[src/rtl/pcfg_pkg.sv]
package pcfg_pkg;
    localparam int unsigned BYTE_W = 8;
    localparam int unsigned MODE_W = 5;
    localparam logic [MODE_W-1:0] MODE_RESET = 5'h1F;

    typedef enum logic [3:0] {
        K_CMP     = 4'h8,
        K_WKPND   = 4'h9,
        K_WKEN    = 4'hA,
        K_WKEDGE  = 4'hB,
        K_SCHMITT = 4'hC,
        K_LEVEL   = 4'hD,
        K_PULL    = 4'hE,
        K_DIR     = 4'hF
    } reg_kind_e;

    typedef enum logic [2:0] {
        OP_NONE,
        OP_READ,
        OP_WRITE,
        OP_SWAP,
        OP_BAD
    } acc_op_e;

    typedef struct packed {
        acc_op_e    op;
        logic [3:0] kind;
    } acc_dec_t;

    function automatic logic is_wake_code(input logic [3:0] code);
        return code[3:2] == 2'b10;
    endfunction

    function automatic logic is_common_code(input logic [3:0] code);
        return code[3:2] == 2'b11;
    endfunction
endpackage

[src/rtl/pcfg_mode_reg.sv]
module pcfg_mode_reg
    import pcfg_pkg::*;
(
    input  logic              clk,
    input  logic              rst,
    input  logic              lit_ld,
    input  logic [3:0]        lit,
    input  logic              w_ld,
    input  logic [MODE_W-1:0] w_val,
    output logic [MODE_W-1:0] mode_q
);
    always_ff @(posedge clk) begin
        if (rst) begin
            mode_q <= MODE_RESET;
        end else if (w_ld) begin
            mode_q <= w_val;
        end else if (lit_ld) begin
            mode_q <= {mode_q[MODE_W-1], lit};
        end
    end
endmodule

[src/rtl/pcfg_decode.sv]
module pcfg_decode
    import pcfg_pkg::*;
#(
    parameter int NUM_PORTS       = 5,
    parameter int PIDX_W          = 3,
    parameter int WAKE_PORT       = 1,
    parameter int NO_SCHMITT_PORT = 0
) (
    input  logic              acc_en,
    input  logic [MODE_W-1:0] mode,
    input  logic [PIDX_W-1:0] port,
    output acc_dec_t          dec
);
    logic [3:0] code;
    logic       port_ok;

    assign code    = mode[3:0];
    assign port_ok = 32'(port) < NUM_PORTS;

    always_comb begin
        dec.kind = code;
        dec.op   = OP_NONE;
        if (acc_en) begin
            if (!port_ok || !code[3]) begin
                dec.op = OP_BAD;
            end else if (is_wake_code(code)) begin
                if (port != PIDX_W'(WAKE_PORT)) begin
                    dec.op = OP_BAD;
                end else if (code[1]) begin
                    dec.op = OP_WRITE;
                end else begin
                    dec.op = OP_SWAP;
                end
            end else if (code == K_SCHMITT && port == PIDX_W'(NO_SCHMITT_PORT)) begin
                dec.op = OP_BAD;
            end else begin
                dec.op = mode[4] ? OP_WRITE : OP_READ;
            end
        end
    end
endmodule

[src/rtl/pcfg_port_regs.sv]
module pcfg_port_regs
    import pcfg_pkg::*;
#(
    parameter bit HAS_SCHMITT = 1'b1
) (
    input  logic              clk,
    input  logic              rst,
    input  logic              wr_en,
    input  logic [3:0]        kind,
    input  logic [BYTE_W-1:0] wr_data,
    output logic [BYTE_W-1:0] rd_data,
    output logic [BYTE_W-1:0] dir_q,
    output logic [BYTE_W-1:0] pull_q,
    output logic [BYTE_W-1:0] lvl_q,
    output logic [BYTE_W-1:0] schm_q
);
    always_ff @(posedge clk) begin
        if (rst) begin
            dir_q  <= '1;
            pull_q <= '0;
            lvl_q  <= '0;
        end else if (wr_en) begin
            if (kind == K_DIR)   dir_q  <= wr_data;
            if (kind == K_PULL)  pull_q <= wr_data;
            if (kind == K_LEVEL) lvl_q  <= wr_data;
        end
    end

    generate
        if (HAS_SCHMITT) begin : g_schm
            always_ff @(posedge clk) begin
                if (rst) begin
                    schm_q <= '0;
                end else if (wr_en && kind == K_SCHMITT) begin
                    schm_q <= wr_data;
                end
            end
        end else begin : g_no_schm
            assign schm_q = '0;
        end
    endgenerate

    always_comb begin
        case (kind)
            K_DIR:     rd_data = dir_q;
            K_PULL:    rd_data = pull_q;
            K_LEVEL:   rd_data = lvl_q;
            K_SCHMITT: rd_data = schm_q;
            default:   rd_data = '0;
        endcase
    end
endmodule

[src/rtl/pcfg_wake_regs.sv]
module pcfg_wake_regs
    import pcfg_pkg::*;
(
    input  logic              clk,
    input  logic              rst,
    input  logic              wr_en,
    input  logic [3:0]        kind,
    input  logic [BYTE_W-1:0] wr_data,
    output logic [BYTE_W-1:0] rd_data,
    output logic [BYTE_W-1:0] edge_q,
    output logic [BYTE_W-1:0] en_q,
    output logic [BYTE_W-1:0] pnd_q,
    output logic [BYTE_W-1:0] cmp_q
);
    always_ff @(posedge clk) begin
        if (rst) begin
            edge_q <= '0;
            en_q   <= '0;
            pnd_q  <= '0;
            cmp_q  <= '0;
        end else if (wr_en) begin
            if (kind == K_WKEDGE) edge_q <= wr_data;
            if (kind == K_WKEN)   en_q   <= wr_data;
            if (kind == K_WKPND)  pnd_q  <= wr_data;
            if (kind == K_CMP)    cmp_q  <= wr_data;
        end
    end

    always_comb begin
        case (kind)
            K_WKPND: rd_data = pnd_q;
            K_CMP:   rd_data = cmp_q;
            default: rd_data = '0;
        endcase
    end
endmodule

[src/rtl/port_cfg_bank.sv]
module port_cfg_bank
    import pcfg_pkg::*;
#(
    parameter int NUM_PORTS       = 5,
    parameter int PIDX_W          = 3,
    parameter int WAKE_PORT       = 1,
    parameter int NO_SCHMITT_PORT = 0
) (
    input  logic                          clk,
    input  logic                          rst,
    input  logic                          mode_lit_ld,
    input  logic [3:0]                    mode_lit,
    input  logic                          mode_w_ld,
    input  logic                          mode_rd,
    input  logic                          acc_en,
    input  logic [PIDX_W-1:0]             acc_port,
    input  logic [BYTE_W-1:0]             w_in,
    output logic [BYTE_W-1:0]             w_out,
    output logic                          w_vld,
    output logic [NUM_PORTS*BYTE_W-1:0]   dir_o,
    output logic [NUM_PORTS*BYTE_W-1:0]   pull_o,
    output logic [NUM_PORTS*BYTE_W-1:0]   lvl_o,
    output logic [NUM_PORTS*BYTE_W-1:0]   schm_o,
    output logic [BYTE_W-1:0]             wk_edge_o,
    output logic [BYTE_W-1:0]             wk_en_o,
    output logic [BYTE_W-1:0]             wk_pnd_o,
    output logic [BYTE_W-1:0]             cmp_o
);
    logic [MODE_W-1:0] mode_q;
    acc_dec_t          dec;
    logic              store;
    logic [BYTE_W-1:0] port_rd [NUM_PORTS];
    logic [BYTE_W-1:0] wake_rd;
    logic [BYTE_W-1:0] sel_rd;

    pcfg_mode_reg u_mode (
        .clk    (clk),
        .rst    (rst),
        .lit_ld (mode_lit_ld),
        .lit    (mode_lit),
        .w_ld   (mode_w_ld),
        .w_val  (w_in[MODE_W-1:0]),
        .mode_q (mode_q)
    );

    pcfg_decode #(
        .NUM_PORTS       (NUM_PORTS),
        .PIDX_W          (PIDX_W),
        .WAKE_PORT       (WAKE_PORT),
        .NO_SCHMITT_PORT (NO_SCHMITT_PORT)
    ) u_dec (
        .acc_en (acc_en),
        .mode   (mode_q),
        .port   (acc_port),
        .dec    (dec)
    );

    assign store = (dec.op == OP_WRITE) || (dec.op == OP_SWAP);

    generate
        for (genvar p = 0; p < NUM_PORTS; p++) begin : g_port
            pcfg_port_regs #(
                .HAS_SCHMITT (p != NO_SCHMITT_PORT)
            ) u_regs (
                .clk     (clk),
                .rst     (rst),
                .wr_en   (store && is_common_code(dec.kind) && acc_port == PIDX_W'(p)),
                .kind    (dec.kind),
                .wr_data (w_in),
                .rd_data (port_rd[p]),
                .dir_q   (dir_o [p*BYTE_W +: BYTE_W]),
                .pull_q  (pull_o[p*BYTE_W +: BYTE_W]),
                .lvl_q   (lvl_o [p*BYTE_W +: BYTE_W]),
                .schm_q  (schm_o[p*BYTE_W +: BYTE_W])
            );
        end
    endgenerate

    pcfg_wake_regs u_wake (
        .clk     (clk),
        .rst     (rst),
        .wr_en   (store && is_wake_code(dec.kind)),
        .kind    (dec.kind),
        .wr_data (w_in),
        .rd_data (wake_rd),
        .edge_q  (wk_edge_o),
        .en_q    (wk_en_o),
        .pnd_q   (wk_pnd_o),
        .cmp_q   (cmp_o)
    );

    always_comb begin
        sel_rd = '0;
        if (is_wake_code(dec.kind)) begin
            sel_rd = wake_rd;
        end else begin
            for (int p = 0; p < NUM_PORTS; p++) begin
                if (acc_port == PIDX_W'(p)) sel_rd = port_rd[p];
            end
        end
    end

    always_comb begin
        w_out = '0;
        w_vld = 1'b0;
        case (dec.op)
            OP_READ, OP_SWAP: begin
                w_vld = 1'b1;
                w_out = sel_rd;
            end
            OP_BAD: w_vld = 1'b1;
            OP_WRITE: w_vld = 1'b0;
            default: begin
                if (mode_rd) begin
                    w_vld = 1'b1;
                    w_out = BYTE_W'(mode_q);
                end
            end
        endcase
    end
endmodule

[config.mk]
export PLATFORM = sky130hd
export DESIGN_NAME = port_cfg_bank
export DESIGN_NICKNAME = d
export VERILOG_FILES = /design/src/rtl/pcfg_pkg.sv /design/src/rtl/pcfg_mode_reg.sv /design/src/rtl/pcfg_decode.sv /design/src/rtl/pcfg_port_regs.sv /design/src/rtl/pcfg_wake_regs.sv /design/src/rtl/port_cfg_bank.sv
export SDC_FILE = /design/constraint.sdc
export NUM_CORES = 1
export LEC_CHECK = 0
export BUFFER_PORTS_ARGS = -buffer_cell sky130_fd_sc_hd__buf_2
export CORE_ASPECT_RATIO = 0.7
export CORE_MARGIN = 2
export CORE_UTILIZATION = 49
export DETAILED_ROUTE_END_ITERATION = 8
export PLACE_DENSITY = 0.8
export SYNTH_ARGS = -nofsm -noshare
export SYNTH_HDL_FRONTEND = slang
export SYNTH_SLANG_ARGS = --single-unit
export TNS_END_PERCENT = 30
[constraint.sdc]
create_clock -name clk -period 2.25 [get_ports clk]
set_clock_uncertainty 0.15 [all_clocks]
set_input_delay 0.3375 -clock clk [delete_from_list [all_inputs] [get_ports clk]]
set_output_delay 0.3375 -clock clk [all_outputs]
set_load 0.02 [all_outputs]
### Word-level counts from Yosys, hierarchy flattened

Index checks and enable logic that the tools add are counted.

* register bits after elaboration: 189
* output and inout port bits: 201
* logic and storage cells: 110

* magnitude comparators: 1
* equality and inequality tests: 19
* muxes and demuxes: 25
* reduce and logical (&&, ||, !) cells: 40

Operators by type and width (number)
* $pmux 8 s4: 4
* $mux 8: 6
* $reduce_and 2->1: 19
* $eq 4x4->1 const B: 8
* $pmux 8 s2: 2
* $pmux 8 s3: 1
* $mux 3: 5
* $eq 3x2->1 const B: 4
* $logic_and 1x1->1: 12
* $mux 5: 2
* $eq 3x1->1 const B: 2
* $eq 3x3->1 const B: 2
* $eq 2x2->1 const B: 2
* $mux 4: 1
* $reduce_or 2->1: 2
* $logic_not 3->1: 1
* $lt 3x3->1 const B: 1
* $ne 3x1->1 const B: 1
* $reduce_or 3->1: 1
* $logic_not 1->1: 2
* $logic_or 1x1->1: 2
* $mux 1: 2
* $mux 2: 1
* $pmux 1 s2: 1
* $reduce_bool 2->1: 1

### Depth between registers and ports, before layout

* depth in word-level cells: 11
* depth in mapped cells: 9
* gate-level depth less buffers: 5

### By module

From an unflattened synthesis, not the netlist that was laid out.

* cell total of the unflattened synthesis: 1074
* area total of the unflattened synthesis: 10059.6 um^2

Modules (own cells, without submodules)
* pcfg_port_regs at g_port[1].u_regs ...: instances 4, cells each 166, area each 1576.5 um^2, seq. area each 640.6 um^2
* pcfg_wake_regs: instances 1, cells each 137, area each 1443.9 um^2, seq. area each 640.6 um^2
* pcfg_port_regs at g_port[0].u_regs: instances 1, cells each 135, area each 1303.8 um^2, seq. area each 480.5 um^2
* port_cfg_bank: instances 1, cells each 94, area each 636.9 um^2, seq. area each 0.0 um^2
* pcfg_mode_reg: instances 1, cells each 21, area each 214.0 um^2, seq. area each 100.1 um^2
* pcfg_decode: instances 1, cells each 23, area each 155.1 um^2, seq. area each 0.0 um^2

### Worst setup path after synthesis

OpenSTA, ideal clock, no wires.

* path type: register -> output
* from: reg u_mode.mode_q[1]
* to: out w_out[2]
* arrival time: 2386 ps
* required time: 1762 ps
* setup slack: -623 ps
* cell stages (with the launch flop): 8
* buffers on the path: 4
* path through: dfxtp_1 -> buf_2 -> clkbuf_1 -> buf_1 -> clkbuf_1 -> nand4_1 -> a31o_2 -> o41ai_1

* cells in the longest elaborated chain, start to end: 9

Ends and longest elaborated chain
* start, declared: RTL line pcfg_mode_reg.sv:10 `output logic [MODE_W-1:0] mode_q`
* start signal, assigned: RTL line pcfg_mode_reg.sv:16 `mode_q <= w_val;`
* start signal, assigned: RTL line pcfg_mode_reg.sv:18 `mode_q <= {mode_q[MODE_W-1], lit};`
* $eq 4x4->1 (on tied branches): RTL line pcfg_port_regs.sv:44, pcfg_decode.sv:34
* $pmux 8 s3 / $logic_and 1x1->1 (equally long branches): RTL line pcfg_port_regs.sv:44, pcfg_decode.sv:34
* $mux 8 / $mux 3 (equally long branches): RTL line port_cfg_bank.sv:98, pcfg_decode.sv:34
* $mux 8 / $mux 3 (equally long branches): RTL line port_cfg_bank.sv:98, pcfg_decode.sv:26
* $mux 8 / $mux 3 (equally long branches): RTL line port_cfg_bank.sv:98, pcfg_decode.sv:24
* $mux 8 / $mux 3 (equally long branches): RTL line port_cfg_bank.sv:98, pcfg_decode.sv:23
* $mux 8 (tied with other cells): RTL line port_cfg_bank.sv:98 `if (acc_port == PIDX_W'(p)) sel_rd = port_rd[p];`
* $mux 8 (tied with other cells): RTL line port_cfg_bank.sv:94 `if (is_wake_code(dec.kind)) begin`
* $pmux 8 s2 *: RTL line port_cfg_bank.sv:106 `case (dec.op)`
* end, declared: RTL line port_cfg_bank.sv:18 `output logic [BYTE_W-1:0] w_out,`

Every way passes the cells marked *; elsewhere a longest branch is shown, timed or not.

### Worst setup path in the final report

* from: reg u_mode.mode_q[0]
* to: out w_out[0]

The elaborated chain is that of the path after synthesis.

==> run_results.csv <==
group,metric,value,unit
outcome,status,"finished, violations left",
outcome,violations,"negative setup slack",
power_and_ir_drop,pwr-share-comb,0.190,
floorplan,core_region_area,18800,sq um
power_and_ir_drop,peakVddDrop,477,uV
global_route,antenna_found_initial,0,
setup_path,critPathRequiredTime,1.76,ns
power_and_ir_drop,power_leakage,5.68,nW
synth,synth-compound-area-share,0.161,
clock_network,cts_buffer_depth,2,
floorplan,die-area,20300,sq um
global_route,grt_pass1_vias,9256,
power_and_ir_drop,seqPwrFrac,0.410,
timing,tightestPinTransition,0.786,ns
routing,antenna_left,0,
timing,setup_ws,-0.673,ns
power_and_ir_drop,p_per_area,585,nW/um^2
setup_path,startpoint,"u_mode.mode_q[0]",
synth,synth-xor-area-share,0.000934,
place,dp_hpwl,24.6,mm
setup_path,start_kind,"flop",
finish,drive_gt1_frac,0.463,
setup_path,cp-endpoint,"w_out[0]",
synth,synth-edff-count,0,
clock_network,htreeDepth,4,
place,gp_congestion,0.998,
global_route,grt_pass1_wl,55.9,mm
synth,synth_warnings,0,
synth,synthSimpleGateAreaFrac,0.146,
synth,synth_top_family_by_area,"multiplexers",
timing,fin_tns_setup,-20.22,ns
hold_path,whs_path_depth,5,
finish,nNetsFinal,1350,
finish,nFillCells,1235,
timing,finalSetupViolations,156,
clock_network,cts_root_buffer,"clkbuf_16",
clock_network,path_clk_slew,0.07,ns
clock_network,clock_latency,0.45,ns
synth,synth-main-ff-cell,"dfxtp_1",
setup_path,cpPeakStageDelay,0.52,ns
timing,hold_viol,0,
place,pre_cts_slack,-0.392,ns
timing,hold_slack,0.0738,ns
setup_path,arrival,2.44,ns
setup_path,slowest_stage,"mux4_2",
floorplan,die_x,169,um
floorplan,die_h,120,um
global_route,grtUsageTotal,0.363,
setup_path,reg2reg_to,"g_port[4].u_regs.schm_q[6]",
hold_path,hp-class,"in -> reg",
routing,wl_per_cell,25.1,um
place,io_buffers,213,
setup_path,r2r_setup_slack,-0.24,ns
timing,rsz0062_at_grt,"true",
power_and_ir_drop,switching_share,0.303,
power_and_ir_drop,power.share.clock,0.400,
timing,maxSlewViolCount,0,
finish,syn_to_final_growth,50.5,%
setup_path,path_cells,"buf_12 > buf_12 > buf_6 > mux4_2 > o21ai_2 > nand2_1 > nand3_2 > o31ai_4 > buf_6",
finish,postLayoutCoreUtil,0.750,
routing,wirelength,39.7,mm
setup_path,critPathCaptureType,"primary output",
routing,drt_iter0_drc,1494,
power_and_ir_drop,power_switching,2.50,mW
routing,first_pass_iters,6,
synth,syn_inst,991,
floorplan,num_rows,42,
routing,vias_per_cell,6.38,
synth,ys_async_sr_fraction,0,
setup_path,crit_path_max_fanout,7,
clock_network,numClockSinks,189,
floorplan,ios,222,
job,maxCapViolations,0,
timing,finalCritPeriodShare,1.30,
finish,fin_area,14100,sq um
timing,fmax,342,MHz
finish,ff_latch_area,3800,sq um
routing,route.detailed.drc,0,
synth,seq_area_frac_synth,0.404,
synth,synthMuxAreaShare,0.230,
finish,multi_input_area,5910,sq um
routing,routed-via-count,10107,
synth,synth_area_per_cell,9.46,sq um
finish,antenna_cells,0,
place,placed_area,11900,sq um
floorplan,initial_core_util,0.498,
setup_path,reg2reg_from,"u_mode.mode_q[2]",
timing,period_minus_slack,2.92,ns
synth,ys_types,64,
global_route,gr-total-overflow,0,
global_route,grt_max_degree,153,
synth,syn_area,9370,sq um
clock_network,cts_tree,"yes",
setup_path,r2r_cells,12,
setup_path,crit_type,"reg -> out",
power_and_ir_drop,internal_power,5.75,mW
synth,ys_seq_elements,189,
clock_network,numCtsBuffers,17,
timing,maxSlewHeadroom,0.476,
synth,synthAdderAreaFrac,0,
==> cell usage in the layout, fill, tap and decap left out, drive strengths merged, types with 3 or more instances in the layout <==
| master | instances |
|---|---|
| mux2i | 159 |
| clkbuf | 20 |
| nand3 | 14 |
| and4b | 6 |
| conb | 8 |
| mux2 | 14 |
| nor4b | 3 |
| nor2b | 5 |
| a31oi | 6 |
| nand2 | 75 |
| nor3 | 8 |
| mux4 | 18 |
| clkinvlp | 3 |
| clkinv | 6 |
| a221oi | 5 |
| nor2 | 124 |
| a221o | 6 |
| a2111oi | 11 |
| nand4 | 35 |
| a21oi | 67 |
| or3b | 3 |
| a211oi | 10 |
| o21ai | 32 |
| inv | 20 |
| buf | 417 |
| dfxtp | 189 |
| and2 | 6 |
| o31ai | 35 |
==> worst max-delay path: cells and delay by family (launching register included) <==
kind	cells	cell delay, ns
buffers and inverters	4	0.51
muxes	1	0.52
AOI/OAI and AO/OA	2	0.28
DFF	1	0.41
and+or+nand+nor	2	0.26
==> state kept, by name, indices dropped and copies added, names as in the netlist <==
name / count
g_port.u_regs.dir_q: 40
u_wake.en_q: 8
u_wake.cmp_q: 8
u_wake.pnd_q: 8
u_wake.edge_q: 8
u_mode.mode_q: 5
g_port.u_regs.lvl_q: 40
g_port.u_regs.pull_q: 40
g_port.u_regs.schm_q: 32
==> repair_timing <==
action | CTS | global route
pin swaps | 38 | 60
hold buffers | 0 | 0
cloned | 3 | 4
resized for setup | 119 | 106
buffers inserted | 43 | 16
endpoints found under the setup margin | 179 | 179
==> power by group through the flow <==
stage                     clock network (mW)  logic, mW  registers (mW)
after floorplan                            0      0.666            3.46
after global routing                    3.44       1.61            3.39
after CTS                               3.29       1.35            3.38
final                                   3.30       1.57            3.39
after detailed placement                   0       1.11            3.47
after global placement                     0       1.10            3.47
==> synth_stat cells (3+ instances only) <==
cell type / n / share of area
inv_1: 14 / 0.0056
mux4_2: 18 / 0.043
buf_1: 6 / 0.0024
nor4b_1: 3 / 0.0028
nor3_1: 8 / 0.0043
mux2i_1: 159 / 0.17
dfxtp_1: 189 / 0.40
a2111oi_4: 8 / 0.023
nand4_1: 35 / 0.023
nor2_1: 123 / 0.049
nand3_1: 13 / 0.0069
and2_1: 4 / 0.0027
a21oi_1: 67 / 0.036
nand2_1: 75 / 0.030
buf_4: 13 / 0.010
and4b_1: 6 / 0.0064
a221o_1: 6 / 0.0064
clkbuf_1: 73 / 0.029
nor2b_1: 5 / 0.0033
mux2_2: 14 / 0.017
a211oi_4: 5 / 0.011
o21ai_0: 31 / 0.017
a31oi_1: 6 / 0.0040
o31ai_1: 35 / 0.028
a221oi_1: 5 / 0.0047
a211oi_1: 5 / 0.0040
buf_2: 14 / 0.0075
==> area by class of cell <==
class,instances,share of cell area
repair buffers,420,0.239
well taps,242,0.0215
flip-flops and latches,189,0.269
clock buffers,17,0.0302
clock inverters,15,0.0154
inverters,16,0.00479
multi-input cells,685,0.419
==> cells by family after synthesis <==
family                 Yosys count
flip-flops                     189
other                            1
AO/OA/AOI/OAI                  195
AND/OR/NAND/NOR                290
multiplexers                   191
XOR/XNOR                         1
buffers and inverters          124
==> per-stage QoR <==
step / cells / power [mW]
after floorplan: 998 / 4.13
final: 1584 / 8.25
after detailed placement: 1495 / 4.58
after global routing: 1584 / 8.43
after global placement: 1495 / 4.57
after CTS: 1571 / 8.03
==> per-layer routing <==
metal  GRT usage  routed length (um)
met1       0.510               15700
met2       0.552               17700
met3      0.0788                5020
met4       0.133                1320
met5           0                   0
==> worst min path at each step <==
stage	start	to
final	mode_lit[2]	u_mode.mode_q[2]
after global routing	mode_lit[2]	u_mode.mode_q[2]
after detailed placement	g_port[4].u_regs.dir_q[4]	g_port[4].u_regs.dir_q[4]
after floorplan	w_in[0]	g_port[1].u_regs.schm_q[0]
after CTS	mode_lit[2]	u_mode.mode_q[2]
after global placement	g_port[4].u_regs.dir_q[4]	g_port[4].u_regs.dir_q[4]
No activity file was read; power rests on OpenSTA's default activity.
